File: src/rtl/dlb_pkg.sv
package dlb_pkg;

  typedef enum logic [1:0] {
    PQ_OFF = 2'd0,
    PQ_ARM = 2'd1,
    PQ_ON  = 2'd2
  } pq_state_e;

  function automatic int unsigned sel_width(input int unsigned groups);
    return (groups > 1) ? $clog2(groups) : 1;
  endfunction

endpackage

File: src/rtl/dlb_pwr_qual.sv
module dlb_pwr_qual #(
  parameter int unsigned SYNC_STAGES = 2,
  parameter int unsigned QUAL_CYCLES = 16
) (
  input  logic clk,
  input  logic rst_n,
  input  logic pg_raw,
  output logic pg_ok
);
  import dlb_pkg::*;

  localparam int unsigned CNT_W = $clog2(QUAL_CYCLES + 1);
  localparam logic [CNT_W-1:0] CNT_LAST = CNT_W'(QUAL_CYCLES);

  logic [SYNC_STAGES-1:0] sync_q;
  logic                   pg_s;
  pq_state_e              state_q;
  logic [CNT_W-1:0]       cnt_q;

  // synchronizer chain
  generate
    if (SYNC_STAGES == 1) begin : g_one
      always_ff @(posedge clk) begin
        if (!rst_n) sync_q <= '0;
        else        sync_q <= pg_raw;
      end
    end else begin : g_many
      always_ff @(posedge clk) begin
        if (!rst_n) sync_q <= '0;
        else        sync_q <= {sync_q[SYNC_STAGES-2:0], pg_raw};
      end
    end
  endgenerate

  assign pg_s = sync_q[SYNC_STAGES-1];

  // qualification: count consecutive synchronized-high clocks
  always_ff @(posedge clk) begin
    if (!rst_n) begin
      state_q <= PQ_OFF;
      cnt_q   <= '0;
    end else if (!pg_s) begin
      state_q <= PQ_OFF;
      cnt_q   <= '0;
    end else begin
      unique case (state_q)
        PQ_OFF: begin
          cnt_q   <= CNT_W'(1);
          state_q <= (CNT_LAST == CNT_W'(1)) ? PQ_ON : PQ_ARM;
        end
        PQ_ARM: begin
          cnt_q   <= cnt_q + CNT_W'(1);
          state_q <= (cnt_q + CNT_W'(1) == CNT_LAST) ? PQ_ON : PQ_ARM;
        end
        PQ_ON: begin
          cnt_q   <= cnt_q;
          state_q <= PQ_ON;
        end
        default: begin
          cnt_q   <= '0;
          state_q <= PQ_OFF;
        end
      endcase
    end
  end

  // a low synchronized sample cuts the enable with no extra delay
  assign pg_ok = (state_q == PQ_ON) && pg_s;

endmodule

File: src/rtl/dlb_sel_reg.sv
module dlb_sel_reg #(
  parameter int unsigned ADDR_W    = 16,
  parameter int unsigned DATA_W    = 16,
  parameter int unsigned SEL_W     = 2,
  parameter logic [15:0] SEL_ADDR  = 16'h0031,
  parameter int unsigned RESET_SEL = 0
) (
  input  logic              clk,
  input  logic              rst_n,
  input  logic              wr_valid,
  input  logic [ADDR_W-1:0] wr_addr,
  input  logic [DATA_W-1:0] wr_data,
  output logic [SEL_W-1:0]  sel
);

  logic hit;
  logic data_unused;

  assign hit = wr_valid && (wr_addr == ADDR_W'(SEL_ADDR));

  generate
    if (DATA_W > SEL_W) begin : g_hi
      assign data_unused = ^wr_data[DATA_W-1:SEL_W];
    end else begin : g_nohi
      assign data_unused = 1'b0;
    end
  endgenerate

  always_ff @(posedge clk) begin
    if (!rst_n)   sel <= SEL_W'(RESET_SEL);
    else if (hit) sel <= wr_data[SEL_W-1:0];
  end

endmodule

File: src/rtl/dlb_group_mux.sv
module dlb_group_mux #(
  parameter int unsigned GROUPS = 4,
  parameter int unsigned LINE_W = 8,
  parameter int unsigned SEL_W  = 2
) (
  input  logic [GROUPS*LINE_W-1:0] grp,
  input  logic [SEL_W-1:0]         sel,
  input  logic                     en,
  output logic [LINE_W-1:0]        lines
);

  logic [LINE_W-1:0] masked [GROUPS];
  logic [LINE_W-1:0] merged;

  generate
    for (genvar g = 0; g < GROUPS; g++) begin : g_grp
      logic hit;
      assign hit       = (sel == SEL_W'(g));
      assign masked[g] = hit ? grp[g*LINE_W +: LINE_W] : '0;
    end
  endgenerate

  always_comb begin
    merged = '0;
    for (int i = 0; i < GROUPS; i++) merged = merged | masked[i];
  end

  assign lines = en ? merged : '0;

endmodule

File: src/rtl/discrete_loopback_mux.sv
module discrete_loopback_mux #(
  parameter int unsigned GROUPS      = 4,
  parameter int unsigned LINE_W      = 8,
  parameter int unsigned ADDR_W      = 16,
  parameter int unsigned DATA_W      = 16,
  parameter logic [15:0] SEL_ADDR    = 16'h0031,
  parameter int unsigned SYNC_STAGES = 2,
  parameter int unsigned QUAL_CYCLES = 16
) (
  input  logic                     clk,
  input  logic                     rst_n,
  input  logic                     wr_valid,
  output logic                     wr_ready,
  input  logic [ADDR_W-1:0]        wr_addr,
  input  logic [DATA_W-1:0]        wr_data,
  input  logic [GROUPS*LINE_W-1:0] grp_in,
  input  logic                     pwr_good_raw,
  output logic [LINE_W-1:0]        ret_lines,
  output logic                     ret_oe
);
  localparam int unsigned SEL_W = dlb_pkg::sel_width(GROUPS);

  logic [SEL_W-1:0] sel_q;
  logic             pg_ok;

  assign wr_ready = 1'b1;

  dlb_sel_reg #(
    .ADDR_W(ADDR_W), .DATA_W(DATA_W), .SEL_W(SEL_W),
    .SEL_ADDR(SEL_ADDR), .RESET_SEL(0)
  ) u_sel (
    .clk(clk), .rst_n(rst_n), .wr_valid(wr_valid),
    .wr_addr(wr_addr), .wr_data(wr_data), .sel(sel_q)
  );

  dlb_pwr_qual #(
    .SYNC_STAGES(SYNC_STAGES), .QUAL_CYCLES(QUAL_CYCLES)
  ) u_pq (
    .clk(clk), .rst_n(rst_n), .pg_raw(pwr_good_raw), .pg_ok(pg_ok)
  );

  dlb_group_mux #(
    .GROUPS(GROUPS), .LINE_W(LINE_W), .SEL_W(SEL_W)
  ) u_mux (
    .grp(grp_in), .sel(sel_q), .en(pg_ok), .lines(ret_lines)
  );

  assign ret_oe = pg_ok;

endmodule

File: config.mk
export PLATFORM = sky130hd
export DESIGN_NAME = discrete_loopback_mux
export DESIGN_NICKNAME = d
export VERILOG_FILES = /design/src/rtl/dlb_pkg.sv /design/src/rtl/dlb_pwr_qual.sv /design/src/rtl/dlb_sel_reg.sv /design/src/rtl/dlb_group_mux.sv /design/src/rtl/discrete_loopback_mux.sv
export SDC_FILE = /design/constraint.sdc
export NUM_CORES = 1
export LEC_CHECK = 0
export ABC_AREA = 1
export BUFFER_PORTS_ARGS = -buffer_cell sky130_fd_sc_hd__buf_4
export CORE_MARGIN = 2
export CORE_UTILIZATION = 30
export DETAILED_ROUTE_END_ITERATION = 16
export PLACE_DENSITY = 0.72
export RECOVER_POWER = 100
export SETUP_SLACK_MARGIN = 0.5
export SLEW_MARGIN = 20
export SYNTH_ARGS = -nofsm -noshare
export SYNTH_HDL_FRONTEND = slang
export SYNTH_SLANG_ARGS = --single-unit
File: constraint.sdc
create_clock -name clk -period 1.75 [get_ports clk]
set_input_delay 0.35 -clock clk [delete_from_list [all_inputs] [get_ports clk]]
set_output_delay 0.35 -clock clk [all_outputs]
set_load 0.03 [all_outputs]
# Word level (Yosys, flattened, before mapping)
# Index checks and enable logic that the tools add are counted.
dict set report word_totals {
  ff_bits 11
  latch_bits 0
  mem_bits_rw 0
  mem_bits_ro 0
  inputBits 68
  out_inout_bits 10
  word_cells 28
  n_memories 0
}
dict set report classes {
  addsub 1
  mul 0
  div_mod_pow 0
  n_lt_le_gt_ge 0
  eq_ne 7
  n_shift 0
  mux 8
  bitwise_logic 3
  reduce_logical 5
}
# op n
set ops {}
lappend ops {{8-bit two-way mux} 5}
lappend ops {{8-bit bitwise OR} 3}
lappend ops {{16-bit by 6-bit == test with 1-bit output, second input constant} 1}
lappend ops {{5-bit one-hot mux with 3 select lines} 1}
lappend ops {{2-bit == test, second input constant} 3}
lappend ops {{2-bit one-hot mux with 3 select lines} 1}
lappend ops {{5-bit by 1-bit adder with 5-bit output, second input constant} 1}
lappend ops {{5-bit == test, second input constant} 1}
lappend ops {{2-bit by 1-bit == test with 1-bit output, second input constant} 2}
lappend ops {{2-bit logical NOT} 2}
lappend ops {{1-bit logical AND} 2}
lappend ops {{2-bit two-way mux} 1}
lappend ops {{2-bit AND reduction} 1}

# Depth between registers and ports, before layout
# Gate-level depths: netlist of run 1.
dict set report depth {
  word_depth 6
  mapped_depth 8
  ltp_nobuf 8
}

# Hierarchy
# Synthesis of run 1 repeated with hierarchy kept, for this count alone.
dict set report unflattened {
  cells_unflattened 168
  hier_area_um2 937.1
}
# mod instances cells_each area_each_um2 seq_area_each_um2
set by_module_without_submodules {}
lappend by_module_without_submodules {dlb_pwr_qual 1 54 387.9 180.2}
lappend by_module_without_submodules {dlb_group_mux 1 72 337.8 0.0}
lappend by_module_without_submodules {dlb_sel_reg 1 40 200.2 40.0}
lappend by_module_without_submodules {discrete_loopback_mux 1 2 11.3 0.0}

# Worst setup path before layout of run 1
# No wires, ideal clock.
dict set report synth_path {
  path_kind {register -> output}
  start {register u_sel.sel[0]}
  end {output ret_lines[6]}
  t_arrival_ps 1279
  required_ps 1400
  setup_slack_ps 121
  path_stages_with_launch 6
  n_path_buf 2
  cell_sequence {dfxtp_1 -> buf_6 -> clkinv_2 -> buf_6 -> nand3_1 -> a41oi_1}
}
dict set report synth_via {
  elab_chain_cells 6
  elab_cells_between_ends 12
  cone_classes {3 x eq/ne; 5 x mux; 3 x bitwise; 1 x reduce/logical}
}
# element line
set synth_rtl {}
lappend synth_rtl {{start, declared} dlb_sel_reg.sv:13} ;# output logic [SEL_W-1:0] sel
lappend synth_rtl {{start signal, assigned} dlb_sel_reg.sv:30} ;# if (!rst_n) sel <= SEL_W'(RESET_SEL);
lappend synth_rtl {{start signal, assigned} dlb_sel_reg.sv:31} ;# else if (hit) sel <= wr_data[SEL_W-1:0];
lappend synth_rtl {{2-bit by 1-bit == test with 1-bit output / 2-bit logical NOT (equally long branches)} dlb_group_mux.sv:18} ;# assign hit = (sel == SEL_W'(g));
lappend synth_rtl {{8-bit two-way mux} dlb_group_mux.sv:19} ;# assign masked[g] = hit ? grp[g*LINE_W +: LINE_W] : '0;
lappend synth_rtl {{8-bit bitwise OR (2 in a row)} dlb_group_mux.sv:25} ;# for (int i = 0; i < GROUPS; i++) merged = merged | masked[i];
lappend synth_rtl {{8-bit bitwise OR *} dlb_group_mux.sv:25}
lappend synth_rtl {{8-bit two-way mux *} dlb_group_mux.sv:28} ;# assign lines = en ? merged : '0;
lappend synth_rtl {{end, declared} discrete_loopback_mux.sv:18} ;# output logic [LINE_W-1:0] ret_lines,
# Mark *: on every way between the ends. The rest lies on a longest branch, timed or not.

# Final worst setup path of run 1
dict set report layout_path {
  start {register u_sel.sel[1]}
  end {output ret_lines[5]}
}
# Same word-level chain as after synthesis.

==> results_dict.tcl, run 1 <==
set metrics [dict create \
    criticalPathCategory "register to primary output" \
    start_util_pct 32.0 \
    final_cell_mix "buf_4, nand2_1, nand3_1, inv_1, nor2_1" \
    drt_iter0_drc 87 \
    power_frac_clock_pct 30.3 \
    cts_buffers 3 \
    layout.nets 282 \
    fmax_mhz 600 \
    syn_inst 141 \
    cts.htree.levels 1 \
    cp_data_arrival_time_ps 1320 \
    powerDensity_nw_per_um2 311 \
    clockRootBuffer "clkbuf_4" \
    drc 0 \
    coreArea_um2 2780 \
    cts.sinks 11 \
    cts.reportedPaths.clkPinSlew_ps 60 \
    outcome "completed" \
    synth_top_cell_by_area "dfxtp_1" \
    nFillCells 250 \
    p_comb_share_pct 23.1 \
    p_int_mw 0.426 \
    dieArea_um2 3420 \
    worst-path-max-fanout 9 \
    wl_per_cell_um 13.0 \
    grt_pass1_vias 1181 \
    synth_top_area_share_pct 24.7 \
    ant_nets 0 \
    cp-start-kind "register" \
    num_vias 1224 \
    postSynthAreaPerCell_um2 6.32 \
    fp.dieH_um 58.5 \
    synth_cell_types 20 \
    grt_pass1_wl_um 4970 \
    peakVddDrop_uv 491 \
    synthToLayoutAreaGrowth_pct 98.0 \
    multi_input_area_um2 763 \
    ios 78 \
    p_leak_nw 0.759 \
    synth_warnings 0 \
    switching_share_pct 22.3 \
    p_seq_share_pct 46.6 \
    gr-total-overflow 0 \
    gp_congestion 0.825 \
    post-route-period-util_pct 95.2 \
    max_stage_delay_ps 360 \
    post-place-ws_ps 237 \
    p_total_mw 0.548 \
    hpwl_um 2240 \
    drive_gt1_share_pct 50.2 \
    clockBufferDepth 2 \
    setup_slack_ps 83.2 \
    maxCapViolCount 0 \
    insertion_delay_ps 260 \
    io_buffers 62 \
    groute.usage.overall_pct 18.6 \
    final_cells 242 \
    critPathSlowestCell "dfxtp_4" \
    clock_skew_ps 0.568 \
    grt_setup_unrepaired "true" \
    diodes 0 \
    path_cells "buf_12 > clkinv_8 > nand3_1 > a41oi_4 > buf_4" \
    crit_required_ps 1400 \
    final.min_clock_period_ps 1670 \
    whs_ps 273 \
    antenna_found_initial 0 \
    synth_area_leaders "dfxtp_1, nand3_1, nand2_1, a41oi_1, inv_1" \
    layout_commonest_cell "buf_4" \
    dr.pass1.iters 4 \
    vias_per_cell 5.06 \
    postLayoutCoreUtil_pct 63.4 \
    finalSetupTns_ps 0 \
    fin_area_um2 1760 \
    setup_viol 0 \
    grt_start_max_net_pins 19 \
    drv_slew 0 \
    cts_tree "yes" \
    place_area_um2 1560 \
    dp.cells 230 \
    regArea_um2 231 \
    wl_um 3150 \
    p_sw_mw 0.122 \
    num_rows 19 \
    cp-end-kind "primary output" \
    ys_ff_latch 11 \
    die_w_um 58.5 \
    synth.cell_area_um2 891 \
    synth-seq-area-share_pct 24.7 \
    syn_nets 211 \
    hold_path_class "input pin to register" \
    finalHoldViolCount 0 \
]
path summary, 6_finish.rpt:
check | from | to | slack [ps] | depth (start not counted)
min reg2reg | u_pq.sync_q[0]$_SDFF_PN0_ | u_pq.sync_q[1]$_SDFF_PN0_ | 420 | 2
min | pwr_good_raw | u_pq.sync_q[0]$_SDFF_PN0_ | 270 | 3
max reg2reg | u_pq.cnt_q[0]$_SDFFE_PN0P_ | u_pq.state_q[1]$_SDFF_PN0_ | 450 | 7
max | u_sel.sel[1]$_SDFFE_PN0P_ | ret_lines[5] | 80 | 5
power groups by stage:
stage	logic (mW)	clock network (mW)	registers, mW
after floorplan	0.0309	0	0.262
after global placement	0.122	0	0.262
after detailed placement	0.124	0	0.263
after CTS	0.126	0.175	0.258
after global routing	0.138	0.193	0.256
final	0.127	0.166	0.255
sequential cells by signal (all words and copies together) (netlist names):
| register | flops |
|---|---|
| u_pq.state_q | 2 |
| u_pq.sync_q | 2 |
| u_sel.sel | 2 |
| u_pq.cnt_q | 5 |
routing by layer:
| metal | vias to the layer above | wire (µm) | track usage [%] |
|---|---|---|---|
| met4 | 0 | 12 | 3.99 |
| met1 | 557 | 1180 | 18.3 |
| li1 | 627 | - | - |
| met3 | 2 | 241 | 5.27 |
| met2 | 38 | 1720 | 37.7 |
| met5 | - | 0 | 0 |
Yosys cell counts:
cell type	number
nand2_1	28
a21oi_1	4
inv_1	18
ha_1	2
o21a_1	1
nand2_2	1
clkinv_2	2
a41oi_1	8
and2_1	1
conb_1	1
a21oi_2	1
nand4_1	4
a31oi_1	1
buf_6	3
buf_4	4
nor2_1	11
nor2_2	3
nand3_1	36
o21ai_0	1
dfxtp_1	11
cells by family after synthesis:
group	synth area share (%)
buf+inv	15.9
fa+ha+maj	2.81
simple gates	43.0
flops	24.7
compound gates	13.2
other cells	0.421
worst max-delay path, delay by kind of cell (launching register included):
kind | cells | cell delay (ps)
buffers and inverters | 3 | 390
DFF | 1 | 360
AOI/OAI and AO/OA | 1 | 180
and+or+nand+nor | 1 | 110
cell type report:
type                    count  area share [%]
flip-flops and latches     11            13.1
clock buffers               4            1.49
repair inverters            2            1.13
well taps                  31            2.20
repair buffers             70            33.0
inverters                  20            5.82
multi-input cells         104            43.3
repair_timing:
action | 4_1_cts | 5_1_grt
hold buffers | 0 | 0
gates cloned | 2 | 2
setup buffers | 3 | 1
pin swaps | 2 | 1
gates resized for setup | 23 | 15
setup endpoints to repair | 10 | 12
Power figures use the tool's default switching activity.
==> run 2: changes to the inputs <==
--- a/config.mk
+++ b/config.mk
@@ -14,4 +14,5 @@
 export RECOVER_POWER = 100
 export SETUP_SLACK_MARGIN = 0.5
+export SKIP_LAST_GASP = 1
 export SLEW_MARGIN = 20
 export SYNTH_ARGS = -nofsm -noshare
==> constraint.sdc (replaced) <==
create_clock -name clk -period 1.75 [get_ports clk]
set_input_delay 0.2625 -clock clk [delete_from_list [all_inputs] [get_ports clk]]
set_output_delay 0.2625 -clock clk [all_outputs]
set_load 0.03 [all_outputs]
==> run 2 against run 1 <==
  * Final area fell by 1.8%
  * Largest cell class unchanged
  * Via count fell by 0.98%
  * First-iteration DRC count rose by 20%
  * Highest routed layer unchanged
  * Critical path type unchanged
  * Critical path depth down 1
==> results_dict.tcl, run 2 (same netlist as run 1, synthesis figures left out) <==
set metrics [dict create \
    maxCapViolCount 0 \
    holdPathStages 3 \
    num_vias 1212 \
    cts.reportedPaths.clkPinSlew_ps 60 \
    fmax_mhz 620 \
    setup_viol 0 \
    hold_path_class "input pin to register" \
    drive_gt1_share_pct 49.0 \
    worst-path-max-fanout 4 \
    critPathSlowestCell "dfxtp_1" \
    postLayoutCoreUtil_pct 62.3 \
    critPathTopFamily "flip-flops" \
    finalSetupTns_ps 0 \
    setup_slack_ps 137 \
    final_cells 237 \
    outcome "completed" \
    grt_pass1_wl_um 4780 \
    groute.usage.overall_pct 17.5 \
    path_cells "nor2_4 > nand2_4 > a41oi_4 > buf_6" \
    cts.sinks 11 \
    dr.pass1.iters 4 \
    wl_per_cell_um 12.3 \
    cts_buffers 3 \
    insertion_delay_ps 270 \
    post-place-ws_ps 249 \
    fin_area_um2 1730 \
    place_area_um2 1560 \
    clock_skew_ps 2.48 \
    cp-start-kind "register" \
    reg2reg_depth 5 \
    die_w_um 58.5 \
    cp.depth 4 \
    crit_required_ps 1490 \
    diodes 0 \
    cp_data_arrival_time_ps 1350 \
    synthToLayoutAreaGrowth_pct 94.4 \
    clockBufferDepth 2 \
    cp-end-kind "primary output" \
    layout_commonest_cell "buf_4" \
    drv_slew 0 \
    p_leak_nw 0.739 \
    dieArea_um2 3420 \
    powerDensity_nw_per_um2 321 \
    start_util_pct 32.0 \
    cp_num_buf_inv 1 \
    p_total_mw 0.557 \
    layout.nets 277 \
    ant_nets 0 \
    grt_pass1_vias 1179 \
    final.min_clock_period_ps 1610 \
    ios 78 \
    gp_congestion 0.818 \
    antenna_found_initial 0 \
    post-route-period-util_pct 92.1 \
    cts_hold_buf 0 \
    drt_iter0_drc 104 \
    max_stage_delay_ps 360 \
    fp.dieH_um 58.5 \
    cts_tree "yes" \
    clockRootBuffer "clkbuf_4" \
    coreArea_um2 2780 \
    vias_per_cell 5.11 \
    wl_um 2910 \
    final_cell_mix "buf_4, nand2_1, nand3_1, inv_1, nor2_1" \
    dp.cells 229 \
    num_rows 19 \
    grt_start_max_net_pins 18 \
    drc 0 \
    cts.htree.levels 1 \
    grt_setup_unrepaired "true" \
    whs_ps 173 \
    largest-register "u_pq.cnt_q" \
    peakVddDrop_uv 406 \
    io_buffers 62 \
    largest_reg_flops 5 \
    criticalPathCategory "register to primary output" \
    ff2ff_setup_slack_ps 580 \
    finalHoldViolCount 0 \
    hpwl_um 2190 \
    gr-total-overflow 0 \
]
[run 2: timing repair]
| action | 4_1_cts | 5_1_grt |
|---|---|---|
| resized for setup | 18 | 15 |
| setup endpoints to repair | 10 | 12 |
| setup buffers | 3 | 0 |
| pin swaps | 1 | 2 |
| endpoints found under the hold margin | 0 | 0 |
| gates cloned | 1 | 0 |
[run 2: cell type report]
cell class	count	area (µm²)
Multi-Input combinational cell	104	790
Tap cell	31	38.8
Clock buffer	4	26.3
Sequential cell	11	230
Fill cell	256	1050
Inverter	20	92.6
Timing Repair Buffer	67	554
[run 2: path summary, 6_finish.rpt]
path	start	to
worst max-delay path	u_pq.state_q[0]$_SDFF_PN0_	ret_lines[5]
worst min-delay path	pwr_good_raw	u_pq.sync_q[0]$_SDFF_PN0_
worst min register to register	u_pq.sync_q[0]$_SDFF_PN0_	u_pq.sync_q[1]$_SDFF_PN0_
worst max register to register	u_pq.state_q[0]$_SDFF_PN0_	u_pq.cnt_q[4]$_SDFFE_PN0P_
[run 2: power by group]
group / total, mW / switching (mW) / internal [mW]
Combinational: 0.126 / 0.0398 / 0.0867
Clock: 0.174 / 0.0858 / 0.0885
Sequential: 0.256 / 0.00497 / 0.251
Total: 0.557 / 0.131 / 0.426
[run 2: per-layer routing]
layer / global-route usage [%] / vias to the layer above / part of all wire [%]
li1: - / 608 / -
met1: 19.4 / 544 / 34
met2: 33.2 / 53 / 54
met3: 2.64 / 7 / 9.7
met4: 6.64 / 0 / 1.4
met5: 0 / - / 0
[run 2: worst register-to-register path, cell delays in order, from the launching register on]
cell,delay [ps]
dfxtp_1,360
nor2_4,240
clkbuf_1,220
inv_1,100
nor2_1,90
o21a_1,120
